### config.mk
export PLATFORM = sky130hd
export DESIGN_NAME = wplru_victim_sel
export DESIGN_NICKNAME = d
export VERILOG_FILES = /design/src/rtl/wplru_pkg.sv /design/src/rtl/wplru_group_mask.sv /design/src/rtl/wplru_pick.sv /design/src/rtl/wplru_store.sv /design/src/rtl/wplru_victim_sel.sv
export SDC_FILE = /design/constraint.sdc
export NUM_CORES = 1
export LEC_CHECK = 0
export CORE_UTILIZATION = 40
export CTS_CLUSTER_SIZE = 24
export DETAILED_ROUTE_END_ITERATION = 10
export GPL_TIMING_DRIVEN = 0
export PLACE_DENSITY_LB_ADDON = 0.25
export SETUP_SLACK_MARGIN = 0.5
export SYNTH_ARGS = -nofsm -noshare
export SYNTH_HDL_FRONTEND = slang
export SYNTH_SLANG_ARGS = --single-unit
### constraint.sdc
create_clock -name clk -period 3.5 [get_ports clk]
set_input_delay 0.35 -clock clk [delete_from_list [all_inputs] [get_ports clk]]
set_output_delay 0.35 -clock clk [all_outputs]
set_load 0.05 [all_outputs]
### src/rtl/wplru_pkg.sv
// Package: shared types and recency helpers for the partitioned LRU selector.
// Assumes exactly four ways. Recency is stored as one bit per unordered pair
// of ways: bit(i,j), i<j, is 1 when way i is more recent than way j.
package wplru_pkg;
    localparam int WAYS  = 4;
    localparam int WAY_W = 2;
    localparam int PAIRS = WAYS * (WAYS - 1) / 2;

    typedef logic [PAIRS-1:0] lru_order_t;
    typedef logic [WAYS-1:0]  way_mask_t;

    typedef enum logic [1:0] {
        PART_SHARED = 2'b00,
        PART_HALF   = 2'b01,
        PART_3I_1D  = 2'b10,
        PART_RSVD   = 2'b11
    } part_mode_e;

    // Bit position of pair (i,j), i<j.
    function automatic int pair_pos(input int i, input int j);
        return i * (2 * WAYS - i - 1) / 2 + (j - i - 1);
    endfunction

    // True when way a was used more recently than way b.
    function automatic logic is_newer(input lru_order_t s, input int a, input int b);
        if (a < b) return s[pair_pos(a, b)];
        return !s[pair_pos(b, a)];
    endfunction

    // Make way w the most recent way in ordering s.
    function automatic lru_order_t touch_way(input lru_order_t s, input int w);
        lru_order_t r;
        r = s;
        for (int i = 0; i < WAYS; i++) begin
            for (int j = i + 1; j < WAYS; j++) begin
                if (i == w) r[pair_pos(i, j)] = 1'b1;
                if (j == w) r[pair_pos(i, j)] = 1'b0;
            end
        end
        return r;
    endfunction
endpackage

### src/rtl/wplru_group_mask.sv
// Module: maps the partition mode and access type to the set of ways that the
// access may allocate into. Assumes four ways. The reserved mode is treated
// as fully shared.
module wplru_group_mask
    import wplru_pkg::*;
(
    input  part_mode_e mode,
    input  logic       is_data,
    output way_mask_t  mask
);
    // Decode the permitted way group.
    always_comb begin
        unique case (mode)
            PART_HALF:  mask = is_data ? 4'b1100 : 4'b0011;
            PART_3I_1D: mask = is_data ? 4'b1000 : 4'b0111;
            default:    mask = 4'b1111;
        endcase
    end
endmodule

### src/rtl/wplru_pick.sv
// Module: picks the least recent way among the ways enabled in a mask.
// Assumes the mask is never empty and the ordering is a full order, so
// exactly one candidate exists.
module wplru_pick
    import wplru_pkg::*;
(
    input  lru_order_t       order,
    input  way_mask_t        mask,
    output logic [WAY_W-1:0] victim
);
    way_mask_t cand;

    for (genvar v = 0; v < WAYS; v++) begin : g_cand
        logic ok;
        // Way v qualifies when every other enabled way is newer than it.
        always_comb begin
            ok = mask[v];
            for (int u = 0; u < WAYS; u++) begin
                if (u != v && mask[u] && !is_newer(order, u, v)) ok = 1'b0;
            end
        end
        assign cand[v] = ok;
    end

    // Encode the single candidate.
    always_comb begin
        victim = '0;
        for (int v = 0; v < WAYS; v++) begin
            if (cand[v]) victim = WAY_W'(v);
        end
    end
endmodule

### src/rtl/wplru_store.sv
// Module: per-set recency storage with one read port and one touch port.
// Assumes one update per cycle. An update rewrites the addressed set so that
// the touched way becomes most recent. Reset gives the order 0<1<2<3.
module wplru_store
    import wplru_pkg::*;
#(
    parameter int NSETS = 8,
    localparam int SET_W = (NSETS > 1) ? $clog2(NSETS) : 1
) (
    input  logic             clk,
    input  logic             rst_n,
    input  logic [SET_W-1:0] set_idx,
    input  logic             upd_en,
    input  logic [WAY_W-1:0] upd_way,
    output lru_order_t       order
);
    lru_order_t mem [NSETS];

    assign order = mem[set_idx];

    // Reset all sets or touch the addressed set.
    always_ff @(posedge clk) begin
        if (!rst_n) begin
            for (int s = 0; s < NSETS; s++) mem[s] <= '0;
        end else if (upd_en) begin
            mem[set_idx] <= touch_way(mem[set_idx], int'(upd_way));
        end
    end
endmodule

### src/rtl/wplru_victim_sel.sv
// Module: top of the way-partitioned LRU victim selector. A hit touches the
// hit way. An allocate chooses the least recent permitted way, registers it
// as the victim and touches it. The hit wins when both are asserted. The
// partition mode is latched only in idle cycles.
module wplru_victim_sel
    import wplru_pkg::*;
#(
    parameter int NSETS = 8,
    localparam int SET_W = (NSETS > 1) ? $clog2(NSETS) : 1
) (
    input  logic             clk,
    input  logic             rst_n,
    input  logic [1:0]       mode_i,
    input  logic [SET_W-1:0] acc_set_i,
    input  logic             acc_is_data_i,
    input  logic             hit_i,
    input  logic [WAY_W-1:0] hit_way_i,
    input  logic             alloc_i,
    output logic [WAY_W-1:0] victim_o,
    output logic             victim_vld_o
);
    part_mode_e       mode_q;
    lru_order_t       cur_order;
    way_mask_t        grp_mask;
    logic [WAY_W-1:0] pick_way;
    logic             do_alloc;
    logic             idle;
    logic             upd_en;
    logic [WAY_W-1:0] upd_way;

    assign do_alloc = alloc_i && !hit_i;
    assign idle     = !hit_i && !alloc_i;
    assign upd_en   = hit_i || do_alloc;
    assign upd_way  = hit_i ? hit_way_i : pick_way;

    wplru_store #(.NSETS(NSETS)) u_store (
        .clk     (clk),
        .rst_n   (rst_n),
        .set_idx (acc_set_i),
        .upd_en  (upd_en),
        .upd_way (upd_way),
        .order   (cur_order)
    );

    wplru_group_mask u_mask (
        .mode    (mode_q),
        .is_data (acc_is_data_i),
        .mask    (grp_mask)
    );

    wplru_pick u_pick (
        .order  (cur_order),
        .mask   (grp_mask),
        .victim (pick_way)
    );

    // Latch the partition mode only when no access is in flight.
    always_ff @(posedge clk) begin
        if (!rst_n)    mode_q <= PART_SHARED;
        else if (idle) mode_q <= part_mode_e'(mode_i);
    end

    // Register the victim one cycle after the allocate request.
    always_ff @(posedge clk) begin
        if (!rst_n) begin
            victim_o     <= '0;
            victim_vld_o <= 1'b0;
        end else begin
            victim_vld_o <= do_alloc;
            if (do_alloc) victim_o <= pick_way;
        end
    end
endmodule

==> flow_summary.yaml <==
worst_setup_path:
  endpoint: "u_store.mem[6][2]$_SDFFCE_PN0P_"
  crit_fanout: 10
  crit_start: "acc_set_i[2]"
  r2r-end: "u_store.mem[3][2]$_SDFFCE_PN0P_"
  path_class: "input pin to register"
  r2r_cells: 7
  critPathMaxStageDelay_ns: 0.59
  cp.depth: 8
  required_ns: 3.56
  reg2reg_slack_ns: 0.78
  crit_family: "compound AO/OA/AOI/OAI gates"
  startpoint_type: "input pin"
  cp_slowest_cell: "a2111o_4"
  cp_num_buf_inv: 2
  cp_cell_sequence: "clkdlybuf4s50_1 > clkbuf_4 > or2_2 > o2bb2ai_1 > o21ai_1 > a2111o_4 > a31oi_2 > nor3_1"
  cp-end-kind: "register"
  r2r_start: "u_store.mem[6][3]$_SDFFCE_PN0P_"
  crit_arrival_ns: 2.94
pwr:
  p_seq_share_pct: 53.6
  pwr-share-comb_pct: 19.0
  internal-power_w: 0.000964
  power_density_mw_per_mm2: 432
  p_total_w: 0.00137
  peakVddDrop_uv: 150
  swShare_pct: 29.4
  p_leak_nw: 1.06
  p_sw_w: 0.000402
  pwr-share-clk_pct: 27.4
finish:
  design_area_mm2: 0.00316
  synthToLayoutAreaGrowth_pct: 12.9
  final_common_cell: "edfxtp_1"
  drive_gt1_share_pct: 26.4
  fin_nets: 252
  antennaDiodeCount: 0
  most-common-layout-cells: "edfxtp_1 (48), nor3_1 (30), nand2_1 (19)"
sta:
  final_hold_viol_count: 0
  skew_ns: 0.00967
  worst_pin_slew_ns: 0.486
  rsz0062_at_grt: "yes"
  slew_headroom_pct: 67.5
  max_freq_mhz: 347
  min_period_ns: 2.88
  whs_ns: 0.511
  fin_tns_setup_ns: 0
  fin_crit_sh_pct: 82.2
  finalSetupViolCount: 0
  slew_violations: 0
clock_network:
  root_buffer: "clkbuf_8"
  insertion_delay_ns: 0.32
  cts_num_sinks: 53
  post_cts_buffers: 0
  cts_made_buffers: 5
  htree_levels: 2
  cts_tree: "yes"
  path_clk_slew_ns: 0.10
  clock_path_buffers: 2
global_route:
  grt_pass1_wl_um: 10100
  grt_pass1_vias: 1851
  track_usage_pct: 19.0
  overflow: 0
  grt_max_degree: 19
  antenna_found_initial: 0
detailed_routing:
  ant_nets: 0
  drtPass1Iterations: 4
  drcViolationCount: 0
  drt_iter0_drc: 80
  vias: 1851
  wl_per_cell_um: 19.2
  drt_wl_total_um: 6420
  viasPerCell: 5.53
min_path:
  hp-class: "register to register"
  hold_depth: 2
status:
  status: "finished clean"
die:
  die_x_um: 85.7
  die_y_um: 85.7
  die_area_mm2: 0.00734
  start_util_pct: 41.2
  fp-row-count: 30
  core_mm2: 0.00679
  io_pins: 15
logic_synthesis:
  ys_ff_latch: 53
  async_flop_share_pct: 0
  synth_edf_count: 48
  avgSynthCellArea_um2: 12.8
  synth_top_flop_cell: "edfxtp_1"
  netlist_instances: 219
  synthesis.area_mm2: 0.00280
  syn_nets: 233
  yosysSeqAreaShare_pct: 55.0
  synth_cell_types: 43
  yosysWarnings: 0
place:
  post-dp-hpwl_um: 4480
  port_buffers: 12
  placed_area_mm2: 0.00304
  place.gp.congestion: 0.765
flow_run:
  cap_violations: 0
[cells in the mapped netlist, types with 2 or more instances]
cell      number  area share [%]
a41oi_1        2            0.63
mux2i_1        8             2.9
nor2_1         9             1.2
dfxtp_1        5             3.6
buf_4          4             1.1
nor3_1        30             5.4
and3_1         3            0.67
clkbuf_1       2            0.27
a21oi_1        3            0.54
a21oi_2        2            0.63
nand3_1        2            0.36
buf_6          2            0.80
o22ai_1        3            0.67
nand2_1       19             2.5
mux4_2         6             4.8
mux2_2         9             3.6
buf_2          3            0.54
nor2b_1        5             1.1
edfxtp_1      48              51
a211oi_1       2            0.54
ha_1           2            0.89
inv_1          3            0.40
a31oi_2        2            0.89
nor3_2        18             6.4
and2_1         3            0.67
a21boi_0       2            0.54
o21ai_0        6             1.1
[cells by family after synthesis]
group | share of synthesized area, %
compound gates | 9.34
buf+inv | 3.93
fa+ha+maj | 0.894
flops | 55.0
mux | 11.3
simple gates | 19.5
[per-stage QoR]
| step | utilization, % | worst slack (ns) | std cells |
|---|---|---|---|
| 2_1_floorplan | - | 0.882 | 219 |
| 3_3_place_gp | 44.8 | 0.0745 | 327 |
| 3_5_place_dp | 44.8 | 0.0590 | 327 |
| 4_1_cts | 46.2 | 0.583 | 335 |
| 5_1_grt | 46.5 | 0.497 | 335 |
| 6_report | 46.5 | 0.622 | 335 |
[sequential cells by signal (all words and copies together), names as in the netlist]
register      flops
mode_q            2
u_store.mem      48
victim_o          2
victim_vld_o      1
[cell type report]
class | count | area, µm²
plain buffers | 13 | 110
fillers | 612 | 3630
inverters | 3 | 11.3
well taps | 96 | 120
repair buffers | 12 | 120
clock buffers | 5 | 68.8
multi-input cells | 150 | 1160
flip-flops and latches | 53 | 1540
clock inverters | 3 | 26.3
[timing repair]
| action | 4_1_cts | 5_1_grt |
|---|---|---|
| resized for setup | 1 | 5 |
| endpoints found under the setup margin | 40 | 26 |
| hold buffers | 0 | 0 |
| pin swaps | 0 | 1 |
[power by group through the flow]
stage	Combinational, W	Clock (W)	Sequential (W)
finish	0.000260	0.000374	0.000732
detailed placement	0.000253	0	0.000747
floorplan	0.000175	0	0.000751
global placement	0.000252	0	0.000745
global route	0.000280	0.000401	0.000735
CTS	0.000254	0.000373	0.000732
[worst reg2reg max path: stages (launching register included)]
cell	delay [ns]
edfxtp_1	0.38
mux2_2	0.26
mux4_2	0.56
a21oi_1	0.24
a41oi_2	0.27
o21ai_2	0.45
buf_6	0.23
nor3_1	0.07
[per-layer routing]
layer	wire length, µm	share of wire (%)	up-vias	GRT usage [%]
met4	47	0.73	0	4.70
met5	0	0	-	0
met3	276	4.3	4	3.85
met2	3250	51	29	32.1
li1	-	-	881	-
met1	2840	44	937	25.1
[worst min path at each step]
| stage | slack [ns] | end | from |
|---|---|---|---|
| after floorplan | 0.47 | mode_q[1]$_SDFFE_PN0P_ | mode_q[1]$_SDFFE_PN0P_ |
| after global placement | 0.50 | mode_q[1]$_SDFFE_PN0P_ | mode_q[1]$_SDFFE_PN0P_ |
| after detailed placement | 0.50 | mode_q[1]$_SDFFE_PN0P_ | mode_q[1]$_SDFFE_PN0P_ |
| after CTS | 0.51 | mode_q[1]$_SDFFE_PN0P_ | mode_q[1]$_SDFFE_PN0P_ |
| after global routing | 0.55 | mode_q[0]$_SDFFE_PN0P_ | mode_q[0]$_SDFFE_PN0P_ |
| final | 0.51 | mode_q[1]$_SDFFE_PN0P_ | mode_q[1]$_SDFFE_PN0P_ |
(Power assumes the default switching activity.)
